## src/rtl/sar_ctrl_pkg.sv

```systemverilog
package sar_ctrl_pkg;

  typedef enum logic [2:0] {
    ST_IDLE   = 3'd0,
    ST_ADDR   = 3'd1,
    ST_SETTLE = 3'd2,
    ST_CONV   = 3'd3,
    ST_LSB    = 3'd4,
    ST_TAIL   = 3'd5
  } ctl_state_t;

endpackage

```

## src/rtl/pin_sync.sv

```systemverilog
module pin_sync #(
  parameter int             WIDTH   = 4,
  parameter logic [WIDTH-1:0] RST_VAL = '0
) (
  input  logic             clk,
  input  logic             rst_n,
  input  logic [WIDTH-1:0] d,
  output logic [WIDTH-1:0] q
);

  logic [WIDTH-1:0] meta_q;
  logic [WIDTH-1:0] sync_q;

  always_ff @(posedge clk or negedge rst_n) begin
    if (!rst_n) begin
      meta_q <= RST_VAL;
      sync_q <= RST_VAL;
    end else begin
      meta_q <= d;
      sync_q <= meta_q;
    end
  end

  assign q = sync_q;

endmodule

```

## src/rtl/mux_route_decode.sv

```systemverilog
module mux_route_decode #(
  parameter int CFG_BITS = 4,
  localparam int NCH     = 2 ** (CFG_BITS - 1),
  localparam int IDX_W   = CFG_BITS - 1
) (
  input  logic [CFG_BITS-1:0] cfg,
  output logic [NCH-1:0]      pos_en,
  output logic [NCH-1:0]      neg_en,
  output logic                com_en
);

  logic             single_ended;
  logic [IDX_W-1:0] pos_idx;
  logic [IDX_W-1:0] neg_idx;

  assign single_ended = cfg[CFG_BITS-1];
  assign pos_idx      = {cfg[CFG_BITS-3:0],  cfg[CFG_BITS-2]};
  assign neg_idx      = {cfg[CFG_BITS-3:0], ~cfg[CFG_BITS-2]};
  assign com_en       = single_ended;

  for (genvar ch = 0; ch < NCH; ch++) begin : g_chan
    assign pos_en[ch] = (pos_idx == IDX_W'(ch));
    assign neg_en[ch] = ~single_ended & (neg_idx == IDX_W'(ch));
  end

endmodule

```

## src/rtl/sar_step_engine.sv

```systemverilog
module sar_step_engine #(
  parameter int RES_BITS = 8
) (
  input  logic                clk,
  input  logic                rst_n,
  input  logic                clr,
  input  logic                start,
  input  logic                step,
  input  logic                cmp,
  output logic [RES_BITS-1:0] code,
  output logic                last_trial
);

  localparam logic [RES_BITS-1:0] TOP_BIT = {1'b1, {(RES_BITS-1){1'b0}}};

  logic [RES_BITS-1:0] code_q, code_d;
  logic [RES_BITS-1:0] mask_q, mask_d;

  always_comb begin
    code_d = code_q;
    mask_d = mask_q;
    if (clr) begin
      code_d = '0;
      mask_d = '0;
    end else if (start) begin
      code_d = TOP_BIT;
      mask_d = TOP_BIT;
    end else if (step) begin
      code_d = (cmp ? code_q : (code_q & ~mask_q)) | (mask_q >> 1);
      mask_d = mask_q >> 1;
    end
  end

  always_ff @(posedge clk or negedge rst_n) begin
    if (!rst_n) begin
      code_q <= '0;
      mask_q <= '0;
    end else begin
      code_q <= code_d;
      mask_q <= mask_d;
    end
  end

  assign code       = code_q;
  assign last_trial = mask_q[0];

  AST_SAR_ONE_TRIAL: assert property (@(posedge clk) disable iff (!rst_n)
    $onehot0(mask_q));

  AST_SAR_KEEP_RULE: assert property (@(posedge clk) disable iff (!rst_n)
    (step && !clr && !start) |=> (((code_q & $past(mask_q)) != '0) == $past(cmp)));

endmodule

```

## src/rtl/sar_adc_serial_ctrl.sv

```systemverilog
module sar_adc_serial_ctrl
  import sar_ctrl_pkg::*;
#(
  parameter int CFG_BITS     = 4,
  parameter int RES_BITS     = 8,
  parameter bit USE_SHIFT_EN = 1'b1,
  localparam int NCH         = 2 ** (CFG_BITS - 1),
  localparam int CNT_MAX     = (CFG_BITS > RES_BITS) ? CFG_BITS : RES_BITS,
  localparam int CNT_W       = $clog2(CNT_MAX + 1)
) (
  input  logic                clk,
  input  logic                rst_n,
  input  logic                sclk,
  input  logic                cs_n,
  input  logic                din,
  input  logic                se_n,
  input  logic                cmp,
  output logic [RES_BITS-1:0] dac_code,
  output logic [NCH-1:0]      pos_en,
  output logic [NCH-1:0]      neg_en,
  output logic                com_en,
  output logic                dout,
  output logic                dout_oe,
  output logic                status,
  output logic                status_oe
);

  // reset: asserted at once, released on a clock edge
  logic rst_meta_q, rst_sync_n;

  always_ff @(posedge clk or negedge rst_n) begin
    if (!rst_n) begin
      rst_meta_q <= 1'b0;
      rst_sync_n <= 1'b0;
    end else begin
      rst_meta_q <= 1'b1;
      rst_sync_n <= rst_meta_q;
    end
  end

  // pin synchronizers: {sclk, cs_n, din, se_n}
  logic [3:0] pins_s;
  logic       s_sclk, s_cs_n, s_din, s_se_n;

  pin_sync #(.WIDTH(4), .RST_VAL(4'b0101)) u_sync (
    .clk   (clk),
    .rst_n (rst_sync_n),
    .d     ({sclk, cs_n, din, se_n}),
    .q     (pins_s)
  );

  assign {s_sclk, s_cs_n, s_din, s_se_n} = pins_s;

  logic sclk_d_q;
  logic rise, fall, cs_clr, adv;

  always_ff @(posedge clk or negedge rst_sync_n) begin
    if (!rst_sync_n) sclk_d_q <= 1'b0;
    else             sclk_d_q <= s_sclk;
  end

  assign rise   =  s_sclk & ~sclk_d_q;
  assign fall   = ~s_sclk &  sclk_d_q;
  assign cs_clr =  s_cs_n;

  if (USE_SHIFT_EN) begin : g_se
    assign adv = ~s_se_n;
  end else begin : g_no_se
    logic unused_se;
    assign unused_se = s_se_n;
    assign adv       = 1'b1;
  end

  // state
  ctl_state_t          state_q, state_d;
  logic [CNT_W-1:0]    cnt_q, cnt_d;
  logic [CFG_BITS-1:0] cfg_q, cfg_d, cfg_shift;
  logic [RES_BITS-1:0] sh_q, sh_d;
  logic                dout_q, dout_d, doe_q, doe_d;
  logic                sts_q, sts_d, soe_q, soe_d;
  logic [NCH-1:0]      pos_q, pos_d, neg_q, neg_d;
  logic                com_q, com_d;
  logic [NCH-1:0]      dec_pos, dec_neg;
  logic                dec_com;
  logic                sar_start, sar_step, sar_last;

  assign cfg_shift = {cfg_q[CFG_BITS-2:0], s_din};

  mux_route_decode #(.CFG_BITS(CFG_BITS)) u_decode (
    .cfg    (cfg_shift),
    .pos_en (dec_pos),
    .neg_en (dec_neg),
    .com_en (dec_com)
  );

  assign sar_start = ~cs_clr & fall & (state_q == ST_SETTLE);
  assign sar_step  = ~cs_clr & fall & (state_q == ST_CONV);

  sar_step_engine #(.RES_BITS(RES_BITS)) u_sar (
    .clk        (clk),
    .rst_n      (rst_sync_n),
    .clr        (cs_clr),
    .start      (sar_start),
    .step       (sar_step),
    .cmp        (cmp),
    .code       (dac_code),
    .last_trial (sar_last)
  );

  // next state
  always_comb begin
    state_d = state_q;
    cnt_d   = cnt_q;
    cfg_d   = cfg_q;
    sh_d    = sh_q;
    dout_d  = dout_q;
    doe_d   = doe_q;
    sts_d   = sts_q;
    soe_d   = soe_q;
    pos_d   = pos_q;
    neg_d   = neg_q;
    com_d   = com_q;
    if (cs_clr) begin
      state_d = ST_IDLE;
      cnt_d   = '0;
      cfg_d   = '0;
      sh_d    = '0;
      dout_d  = 1'b0;
      doe_d   = 1'b0;
      sts_d   = 1'b0;
      soe_d   = 1'b0;
      pos_d   = '0;
      neg_d   = '0;
      com_d   = 1'b0;
    end else begin
      soe_d = 1'b1;
      unique case (state_q)
        ST_IDLE: begin
          if (rise && s_din) begin
            state_d = ST_ADDR;
            cnt_d   = '0;
          end
        end
        ST_ADDR: begin
          if (rise) begin
            cfg_d = cfg_shift;
            cnt_d = cnt_q + 1'b1;
            if (cnt_q == CNT_W'(CFG_BITS - 1)) begin
              state_d = ST_SETTLE;
              pos_d   = dec_pos;
              neg_d   = dec_neg;
              com_d   = dec_com;
            end
          end
        end
        ST_SETTLE: begin
          if (fall) begin
            state_d = ST_CONV;
            sts_d   = 1'b1;
            doe_d   = 1'b1;
            dout_d  = 1'b0;
          end
        end
        ST_CONV: begin
          if (fall) begin
            dout_d = cmp;
            sh_d   = {sh_q[RES_BITS-2:0], cmp};
            if (sar_last) begin
              state_d = ST_LSB;
              cnt_d   = '0;
            end
          end
        end
        ST_LSB: begin
          if (rise) sts_d = 1'b0;
          if (fall && adv) begin
            if (cnt_q == CNT_W'(RES_BITS - 1)) begin
              dout_d  = 1'b0;
              state_d = ST_TAIL;
            end else begin
              dout_d = sh_q[1];
              sh_d   = sh_q >> 1;
              cnt_d  = cnt_q + 1'b1;
            end
          end
        end
        ST_TAIL: dout_d = 1'b0;
        default: state_d = ST_IDLE;
      endcase
    end
  end

  // registers
  always_ff @(posedge clk or negedge rst_sync_n) begin
    if (!rst_sync_n) begin
      state_q <= ST_IDLE;
      cnt_q   <= '0;
      cfg_q   <= '0;
      sh_q    <= '0;
      dout_q  <= 1'b0;
      doe_q   <= 1'b0;
      sts_q   <= 1'b0;
      soe_q   <= 1'b0;
      pos_q   <= '0;
      neg_q   <= '0;
      com_q   <= 1'b0;
    end else begin
      state_q <= state_d;
      cnt_q   <= cnt_d;
      cfg_q   <= cfg_d;
      sh_q    <= sh_d;
      dout_q  <= dout_d;
      doe_q   <= doe_d;
      sts_q   <= sts_d;
      soe_q   <= soe_d;
      pos_q   <= pos_d;
      neg_q   <= neg_d;
      com_q   <= com_d;
    end
  end

  assign dout      = dout_q;
  assign dout_oe   = doe_q;
  assign status    = sts_q;
  assign status_oe = soe_q;
  assign pos_en    = pos_q;
  assign neg_en    = neg_q;
  assign com_en    = com_q;

  AST_DRIVE_WITH_STATUS: assert property (@(posedge clk) disable iff (!rst_sync_n)
    $rose(doe_q) |-> sts_q);

  AST_MUX_HELD: assert property (@(posedge clk) disable iff (!rst_sync_n)
    (sts_q && $past(sts_q)) |-> ($stable(pos_q) && $stable(neg_q) && $stable(com_q)));

  AST_NEG_ONE_HOT: assert property (@(posedge clk) disable iff (!rst_sync_n)
    $onehot0(neg_q) && $onehot0(pos_q));

  AST_COM_EXCLUSIVE: assert property (@(posedge clk) disable iff (!rst_sync_n)
    com_q |-> (neg_q == '0));

  AST_STATUS_DROP_ON_RISE: assert property (@(posedge clk) disable iff (!rst_sync_n)
    $fell(sts_q) && !$past(cs_clr) |-> $past(rise));

  AST_CS_RELEASE: assert property (@(posedge clk) disable iff (!rst_sync_n)
    $past(cs_clr) |-> (!doe_q && !soe_q && (pos_q == '0)));

endmodule

```

## config.mk

```make
export PLATFORM = sky130hd
export DESIGN_NAME = sar_adc_serial_ctrl
export DESIGN_NICKNAME = d
export VERILOG_FILES = /design/src/rtl/sar_ctrl_pkg.sv /design/src/rtl/pin_sync.sv /design/src/rtl/mux_route_decode.sv /design/src/rtl/sar_step_engine.sv /design/src/rtl/sar_adc_serial_ctrl.sv
export SDC_FILE = /design/constraint.sdc
export NUM_CORES = 1
export LEC_CHECK = 0
export BUFFER_PORTS_ARGS = -buffer_cell sky130_fd_sc_hd__buf_4
export CORE_UTILIZATION = 60
export CTS_CLUSTER_DIAMETER = 60
export DETAILED_ROUTE_END_ITERATION = 16
export GPL_TIMING_DRIVEN = 0
export PLACE_DENSITY_LB_ADDON = 0.05
export SLEW_MARGIN = 15
export SYNTH_ARGS = -nofsm -noshare
export SYNTH_HDL_FRONTEND = slang
export SYNTH_HIERARCHICAL = 1
export SYNTH_SLANG_ARGS = --single-unit
```

## constraint.sdc

```tcl
create_clock -name clk -period 3 [get_ports clk]
set_clock_uncertainty 0.1 [all_clocks]
set_input_delay 0.45 -clock clk [delete_from_list [all_inputs] [get_ports clk]]
set_output_delay 0.45 -clock clk [all_outputs]
set_load 0.005 [all_outputs]
```

# After elaboration in Yosys (flattened, before gate mapping)
# Cells that the tools add are included.
# totals
latch_bits	0
reg_bits	66
wordCells	154
n_memories	0
rom_bits	0
inputBits	7
mem_bits_rw	0
out_inout_bits	29
# classes
muxes	58
reduce_logical	23
bitwise_logic	22
n_shift	0
n_mul	0
magnitude_cmp	0
n_div	0
n_eq_ne	32
add_sub_neg	1
# ops
cell	n
2-to-1 mux 8 bit	19
2-to-1 mux 3 bit	12
equality test 3 bit (second input constant)	10
2-to-1 mux 4 bit	7
inequality test 3 x 2 -> 1 bit (second input constant)	9
equality test 3 x 2 -> 1 bit (second input constant)	6
case mux 3 bit (6 select lines)	1
case mux 4 bit (4 select lines)	1
case mux 8 bit (2 select lines)	1
2-to-1 mux 1 bit	15
bitwise AND 1 bit	13
nonzero test 2 bit	5
nonzero test 5 bit	2
equality test 3 x 1 -> 1 bit (second input constant)	3
zero test 3 bit	3
AND reduction 9 bit	1
nonzero test 3 bit	3
bitwise AND 8 bit	1
NOT 8 bit	1
OR 8 x 7 -> 8 bit	1
AND reduction 4 bit	2
AND reduction 7 bit	1
NOT 1 bit	6
AND reduction 3 bit	2
9 further kinds	11

# Depth between registers and ports, before layout
# Gate-level depths: netlist of run 1.
# logic_depth
depth_word	7
mapped_depth	8
depth_no_buf	6

# Hierarchy
# Netlist of run 1, hierarchy kept.
# modules_own_cells
mod	cells_per_inst	seq_area_each_um2	n_inst	area_per_inst_um2
sar_adc_serial_ctrl	221	1051.0	1	2112.0
sar_step_engine	64	400.4	1	705.7
mux_route_decode	20	0.0	1	214.0
pin_sync	8	205.2	1	205.2

# Least setup slack after synthesis of run 1
# No wires, ideal clock.
# synth_path
kind	reg2reg
startpoint	register state_q[1]
endpoint	register u_sar.code_q[1] (netlist: u_sar/code[1])
setup_time_ns	0.136
t_arrival_ns	1.743
path_slack_ns	1.022
synth_period_minus_slack_ns	1.978
stages_incl_launch_ff	8
n_path_buf	4
cell_sequence	dfrtp_1 clkbuf_1 clkbuf_1 nor4b_1 or2_1 buf_6 buf_8 a311oi_2
# synth_via
elab_chain_len	4
word_cells_on_any_way	7
cone_classes	eq/ne: 2; mux: 2; bitwise: 2; reduce/logical: 1
# synth_rtl
element	line	text
start: declaration	sar_adc_serial_ctrl.sv:75	ctl_state_t state_q, state_d;
start signal: assignment	sar_adc_serial_ctrl.sv:208	state_q <= state_d;
equality test 3 x 2 -> 1 bit (*)	sar_adc_serial_ctrl.sv:96	assign sar_start = ~cs_clr & fall & (state_q == ST_SETTLE);
bitwise AND 1 bit (*)	sar_adc_serial_ctrl.sv:96	
named net sar_start	sar_adc_serial_ctrl.sv:85	logic sar_start, sar_step, sar_last;
2-to-1 mux 8 bit	sar_step_engine.sv:25	end else if (start) begin
2-to-1 mux 8 bit	sar_step_engine.sv:22	if (clr) begin
end signal: assignment	sar_step_engine.sv:39	code_q <= code_d;
end: declaration	sar_step_engine.sv:16	logic [RES_BITS-1:0] code_q, code_d;
# The timed path passes the listed nets; every way through them passes the cells marked *.
# A chain may end at the register's enable or synchronous reset.

# Final worst setup path of run 1
# layout_path
startpoint	register state_q[1]
endpoint	register u_sar.code_q[6] (netlist: u_sar/code[6])
# The elaborated chain is that of the path after synthesis.

==> results.md, run 1 <==
- Largest net degree at the start of global routing: 48
- Post-synthesis xor/xnor area fraction: 0.271%
- First-pass GRT wire length: 10.2 mm
- Static leakage power: 0.00172 uW
- Top-area cell type share of the netlist area: 47.9%
- Clock-pin slew on the worst setup and hold paths: 0.07 ns
- Vias in the first global route: 2,251
- Min cycle time layout: 2.48 ns
- Main combinational cell family by area after synthesis: simple AND/OR/NAND/NOR gates
- Cell count after synthesis: 313
- Core ar.: around 5000 um2
- Fill cells: 413
- Setup CP Type: flip-flop to flip-flop
- Final period util: 82.6%
- Internal Power: 1370 uW
- Final ANT Viol Nets: 0
- Post-Synth Adder-Cell Area: 0.387%
- Placement Rows: 26
- Fin. Hold Viols: 0
- Pwr Total: 1820 uW
- Total CTS buffers: 9
- CTS root buffer: clkbuf_8
- Post-DR wirelength/cell: between 10 and 15 um
- Initial Util: 63.0%
- Final WL: approximately 6.3 mm
- EDFF count, synth: 0
- DR DRC count: 0
- Postcts setup bufs: 0
- Crit end category: flip-flop
- Die Wd: 75.5 um
- PwrDens: 477 nW/um2
- Clock power share: about two fifths
- Yosys reg bits: 66
- Input/output buffers: 35
- Ys async rst share: 100%
- CP Data Required Time: 3.11 ns
- Compound-gate portion of the synthesized area: 16.8%
- CTS Buffer Depth: 2
- P_sw: 447 uW
- Antenna violations before repair: 0
- Achievable Freq: 403 MHz
- Nets: 369
- Mapped Avg Cell Area: between 10 and 15 um2
- Post-synth top cells: nand2_1 (64), dfrtp_1 (62), a21oi_1 (23)
- Worst skew pair latency: roughly 0.34 ns
- Proportion of synthesized area in mux cells: 3.02%
- Reg2reg setup slack: around 0.52 ns
- Worst r2r path cells: 7
- Max_slew headroom: 42.6%
- Max Cap Viol: 0
- Worst VDD drop: 0.352 mV
- Startpoint Class: flip-flop
- Remaining Overflow, GRT: 0
- Sw frac: 24.6%
- Number of vias per cell: 5.57
- Synthesis Warnings: 6
- Top_reg_cell synth: dfrtp_1
- Placed Area: roughly 3600 um2
- Post-synth cell types: 54
- Slew Viols, Final: 0
- Ant. Diodes: 0
- Syn_nets: 321
- Hold WS: 0.102 ns
- CTS tree: done
- Slew @ Worst Pin: between 0.8 and 0.9 ns
- Post-route cell area: 3820 um2
- H-Tree Depth: 3
- Drt pass-1 iters: 4
- DP HPWL: around 4.3 mm
- Simple-gate area share of the yosys netlist: 21.9%
- CP max FO: 10
- Flop pwr share: 51.5%
- Most frequent cell after synthesis: nand2_1
- Status: complete, no violations
- Total die area: between 5000 and 6000 um2
- Share of layout cells above drive strength 1: 29.2%
- DR vias: roughly 2,400
- RSZ-0062 raised after global routing: no
- Critical Path AT: about 2.6 ns
- FF-to-FF Start: state_q[1]
- Area added between synthesis and finish: 17.9%
- # clock sinks: 66
- Fin Setup TNS: 0 ns
- # setup viols final: 0
- Placer Congestion: 0.854
- HP Class: flip-flop to asynchronous set/reset pin
- IO Pins: 36
- RR Endpoint: u_sar/code[6]
- Total global-route track usage: about a quarter
- Initial DRC Count: 153
- Netlist Area Pre-Place: 3240 um2
- Logic pwr share: a little under a tenth
- Top cell type by total area after synthesis: dfrtp_1
- Sequential element share of the synthesized area: roughly half
- Ranking of synthesized cells by area: dfrtp_1 (48%), nand2_1 (7.4%), a21oi_1 (3.6%)
- Die Y: 75.5 um
how the worst max path moves through the flow:
stage               cells after the start             to  startpoint
detailed placement                      7  u_sar/code[6]  state_q[1]
finish                                  7  u_sar/code[6]  state_q[1]
CTS                                     7  u_sar/code[6]  state_q[1]
global placement                        0       cnt_q[0]  rst_sync_n
floorplan                               0       cfg_q[0]  rst_sync_n
global route                            7  u_sar/code[6]  state_q[1]
power by group through the flow:
stage / Combinational [uW] / Sequential (uW) / Clock [uW]
after floorplan: 108 / 958 / 0
after global placement: 148 / 964 / 0
after detailed placement: 168 / 954 / 0
after CTS: 169 / 938 / 737
after global routing: 186 / 941 / 769
final: 168 / 937 / 714
layer usage:
layer / GRT usage, % / vias up / wire, um
li1: - / 1200 / -
met1: 31.5 / 1170 / 2950
met2: 39.2 / 47 / 3010
met3: 5.03 / 13 / 207
met4: 11.9 / 0 / 119
met5: 0 / - / 0
final cells by class:
cell class                      instances  area [um2]  share of cell area [%]
Tap cell                               70        87.6                    2.30
Clock inverter                          4        52.6                    1.38
Clock buffer                           12         135                    3.54
Timing Repair Buffer                   37         300                    7.87
Sequential cell                        66        1660                    43.5
Buffer                                 24         181                    4.75
Multi-Input combinational cell        217        1380                    36.1
Inverter                                6        22.5                   0.590
per-stage QoR:
step | util, % | worst slack (ns) | cells
5_1_grt | 74.2 | 0.436 | 436
4_1_cts | 74.2 | 0.562 | 436
3_5_place_dp | 70.4 | 0.591 | 419
3_3_place_gp | 69.8 | 0.266 | 418
6_report | 74.2 | 0.521 | 436
2_1_floorplan | - | 0.933 | 313
cells by family after synthesis:
kind of cell,after synthesis
simple gates,130
flops,66
compound gates,75
xor+xnor,1
buf+inv,30
mux,9
other cells,1
fa+ha+maj,1
timing repair:
item	CTS	global route
hold buffers	1	0
resized for setup	0	0
hold endpoints to repair	2	0
worst max-delay path, stage by stage (launching register included):
cell,delay [ns]
dfrtp_1,0.34
clkbuf_1,0.28
clkbuf_1,0.36
nor4b_1,0.74
or2_1,0.21
buf_6,0.12
buf_8,0.13
a311oi_2,0.05
flip-flops by register name, indices dropped and copies added (netlist names), 3 cells and up:
register	count
cfg_q	3
cnt_q	4
neg_en	8
pos_en	8
sh_q	8
state_q	3
u_sar/code	8
u_sar/mask_q	8
u_sync/meta_q	4
u_sync/q	4
cell usage in the layout (no fill, tap or decap), types with 3 or more instances in the layout:
cell and count:
clkbuf_8 9, nor3_1 5, nor2_1 14, clkbuf_1 9
nand2_1 64, a311oi_1 5, a311oi_2 3, or2_1 4
buf_6 9, inv_1 5, nor4b_2 3, mux2_2 6
nor3b_2 5, mux2i_1 3, o21ai_2 13, nand2b_1 11
buf_2 7, o31ai_1 3, and3b_1 3, nand3_1 3
buf_4 36, o21ai_1 5, o21ai_0 9, dfstp_2 4
a21oi_1 23, nor4bb_1 3, dfrtp_1 61
(Power assumes the default switching activity.)
==> run 2: changes to the inputs <==
--- a/config.mk
+++ b/config.mk
@@ -5,8 +5,9 @@
 export SDC_FILE = /design/constraint.sdc
 export NUM_CORES = 1
 export LEC_CHECK = 0
+export ABC_AREA = 1
 export BUFFER_PORTS_ARGS = -buffer_cell sky130_fd_sc_hd__buf_4
-export CORE_UTILIZATION = 60
+export CORE_UTILIZATION = 58
 export CTS_CLUSTER_DIAMETER = 60
 export DETAILED_ROUTE_END_ITERATION = 16
 export GPL_TIMING_DRIVEN = 0
==> constraint.sdc (replaced) <==
create_clock -name clk -period 2.3 [get_ports clk]
set_clock_uncertainty 0.1 [all_clocks]
set_input_delay 0.345 -clock clk [delete_from_list [all_inputs] [get_ports clk]]
set_output_delay 0.345 -clock clk [all_outputs]
set_load 0.005 [all_outputs]
==> results.md, run 2 <==
- Crit end category: flip-flop
- Slew Viols, Final: 0
- Remaining Overflow, GRT: 0
- Static leakage power: roughly 0.0019 uW
- Fin. Hold Viols: 0
- Post-DR wirelength/cell: 12.3 um
- Ys async rst share: 100%
- Most frequent cells in the layout: nand2_1 (81), dfrtp_1 (61), nand3_1 (54), inv_1 (49), buf_4 (38)
- Cell mode on critical path: nor2_1
- Final period util: approximately 85%
- DR vias: 2,525
- Mapped Avg Cell Area: 8.47 um2
- Critical Path AT: roughly 2.1 ns
- Share of layout cells above drive strength 1: 21.9%
- Worst VDD drop: 0.508 mV
- Die Wd: about 76 um
- Placer Congestion: 0.910
- Fill cells: 426
- DP HPWL: ~4.2 mm
- Most common cell after layout, fill and taps aside: nand2_1
- CTS Buffer Depth: 2
- Status: complete, no violations
- Hold-fix buffers, CTS: 1
- EDFF count, synth: 0
- Post-CTS sizing: 0
- Most frequent cell after synthesis: nand2_1
- Placement Rows: 26
- Top-area cell type share of the netlist area: 49.4%
- Netlist Area Pre-Place: roughly 3100 um2
- Total CTS buffers: 9
- Synthesis Warnings: 6
- Area added between synthesis and finish: 17.6%
- Setup CP Type: flip-flop to flip-flop
- RSZ-0062 raised after global routing: no
- CTS tree: done
- Initial DRC Count: 169
- Post-route insts no fill: slightly below 500
- Total die area: 5720 um2
- Final WL: 6.08 mm
- CP Data Required Time: roughly 2.5 ns
- Vias in the first global route: 2,234
- Input/output buffers: 35
- IO Pins: 36
- Post-Synth Adder-Cell Area: 0.398%
- Number of vias per cell: 5.11
- Post-synth cell types: 32
- H-Tree Depth: 3
- Pwr Total: about 2800 uW
- Proportion of synthesized area in mux cells: 0%
- Sequential element share of the synthesized area: between 50% and 60%
- Final ANT Viol Nets: 0
- Ranking of synthesized cells by area: dfrtp_1 (49%), nand2_1 (9.7%), nand3_1 (8.6%)
- Simple-gate area share of the yosys netlist: 26.2%
- Top_reg_cell synth: dfrtp_1
- PwrDens: roughly 760 nW/um2
- First-pass GRT wire length: a little under 10 mm
- Min cycle time layout: 1.95 ns
- # clock sinks: 66
- Main combinational cell family by area after synthesis: simple AND/OR/NAND/NOR gates
- Post-synthesis xor/xnor area fraction: 0.279%
- Crit-path slowest cell: dfrtp_1
- HP Class: flip-flop to asynchronous set/reset pin
- Worst skew pair latency: 0.33 ns
- Syn_nets: 379
- # setup viols final: 0
- Ant. Diodes: 0
- DR DRC count: 0
- Cell count after synthesis: roughly 370
- Initial Util: between 60% and 70%
- Compound-gate portion of the synthesized area: 10.8%
- Post-placement cell count: 477
- Drt pass-1 iters: 4
- Postcts setup bufs: 0
- Crit-path cells: inv_2 > nand2_1 > nor2_1 > inv_1 > nor2_1 > buf_2 > nand3_1 > o21ai_1
- Antenna violations before repair: 0
- Total global-route track usage: 23.2%
- Worst path max stage delay: ~0.46 ns
- Largest net degree at the start of global routing: 64
- CTS root buffer: clkbuf_8
- Startpoint Class: flip-flop
- Max Cap Viol: 0
- Achievable Freq: 513 MHz
- Clock-pin slew on the worst setup and hold paths: 0.07 ns
- Top cell type by total area after synthesis: dfrtp_1
- CP max FO: 10
- Nets: 427
- Yosys reg bits: between 60 and 70
- Core ar.: 5170 um2
- Post-synth top cells: nand2_1 (81), dfrtp_1 (62), nand3_1 (54)
- Die Y: 75.6 um
[run 2: cell count changes in the layout (fill, tap and decap cells not counted), moves of 6 or more]
cell      change
inv_1        +44
nor2_1       +15
nand3_1      +51
buf_6         -6
mux2_2        -6
a21oi_1      -17
o21ai_0      +15
nand2b_1     -11
nand2_1      +17
[run 2: layer usage]
layer,part of all wire [%],vias up,global-route usage (%)
met5,0,-,0
met4,1.3,0,11.1
met3,3.9,8,4.89
met2,45,43,32.6
met1,50,1192,34.1
li1,-,1282,-
[run 2: final timing paths]
path                             from  depth (start not counted)          endpoint  slack [ns]
setup / recovery           state_q[2]                          8     u_sar/code[1]        0.35
max in group asynchronous  rst_sync_n                          1  u_sync/meta_q[0]        1.57
hold reg to reg            rst_sync_n                          0  u_sync/meta_q[1]       0.008
min in group clk                  din                          1  u_sync/meta_q[1]        0.02
setup reg to reg           state_q[2]                          8     u_sar/code[1]        0.35
hold / removal             rst_sync_n                          0  u_sync/meta_q[1]       0.008
[run 2: critical path, delay by kind of cell (launching register included)]
family,cells,cell delay (ns)
flops,1,0.46
buf+inv,3,0.47
compound gates,1,0.11
simple gates,4,0.73
[run 2: final cells by class]
| cell class | instances | area [um2] | area share (%) |
|---|---|---|---|
| Multi-Input combinational cell | 239 | 1190 | 32.1 |
| Clock buffer | 16 | 160 | 4.34 |
| Buffer | 12 | 96.3 | 2.61 |
| Timing Repair Buffer | 37 | 300 | 8.13 |
| Sequential cell | 66 | 1660 | 45.0 |
| Inverter | 54 | 203 | 5.49 |
| Tap cell | 70 | 87.6 | 2.37 |
[run 2: cell families after synthesis]
logic type / after synthesis
and+or+nand+nor: 182
buffers and inverters: 66
DFF: 66
AOI/OAI and AO/OA: 54
xor gates and xnor gates: 1
adders and majority gates: 1
other: 1
[run 2: power by group]
group | leakage [uW] | internal (uW) | total [uW] | switching (uW)
clock network | 0.0000790 | 424 | 815 | 391
logic | 0.000934 | 230 | 667 | 437
registers | 0.000880 | 1250 | 1340 | 90.4
total | 0.00189 | 1900 | 2820 | 918
[run 2: through the flow]
step                      setup TNS, ns  util, %  hold slack, ns  setup WS (ns)  instance area [um2]
after global routing                  0     71.4         0.00906          0.178                 3690
after CTS                             0     71.4         0.00451          0.384                 3690
after detailed placement              0     68.1        -0.00191          0.408                 3520
after global placement           -25.20     67.5          0.0280         -0.423                 3490
final                                 0     71.4         0.00837          0.351                 3690
after floorplan                       0        -         -0.0506          0.233                 3140
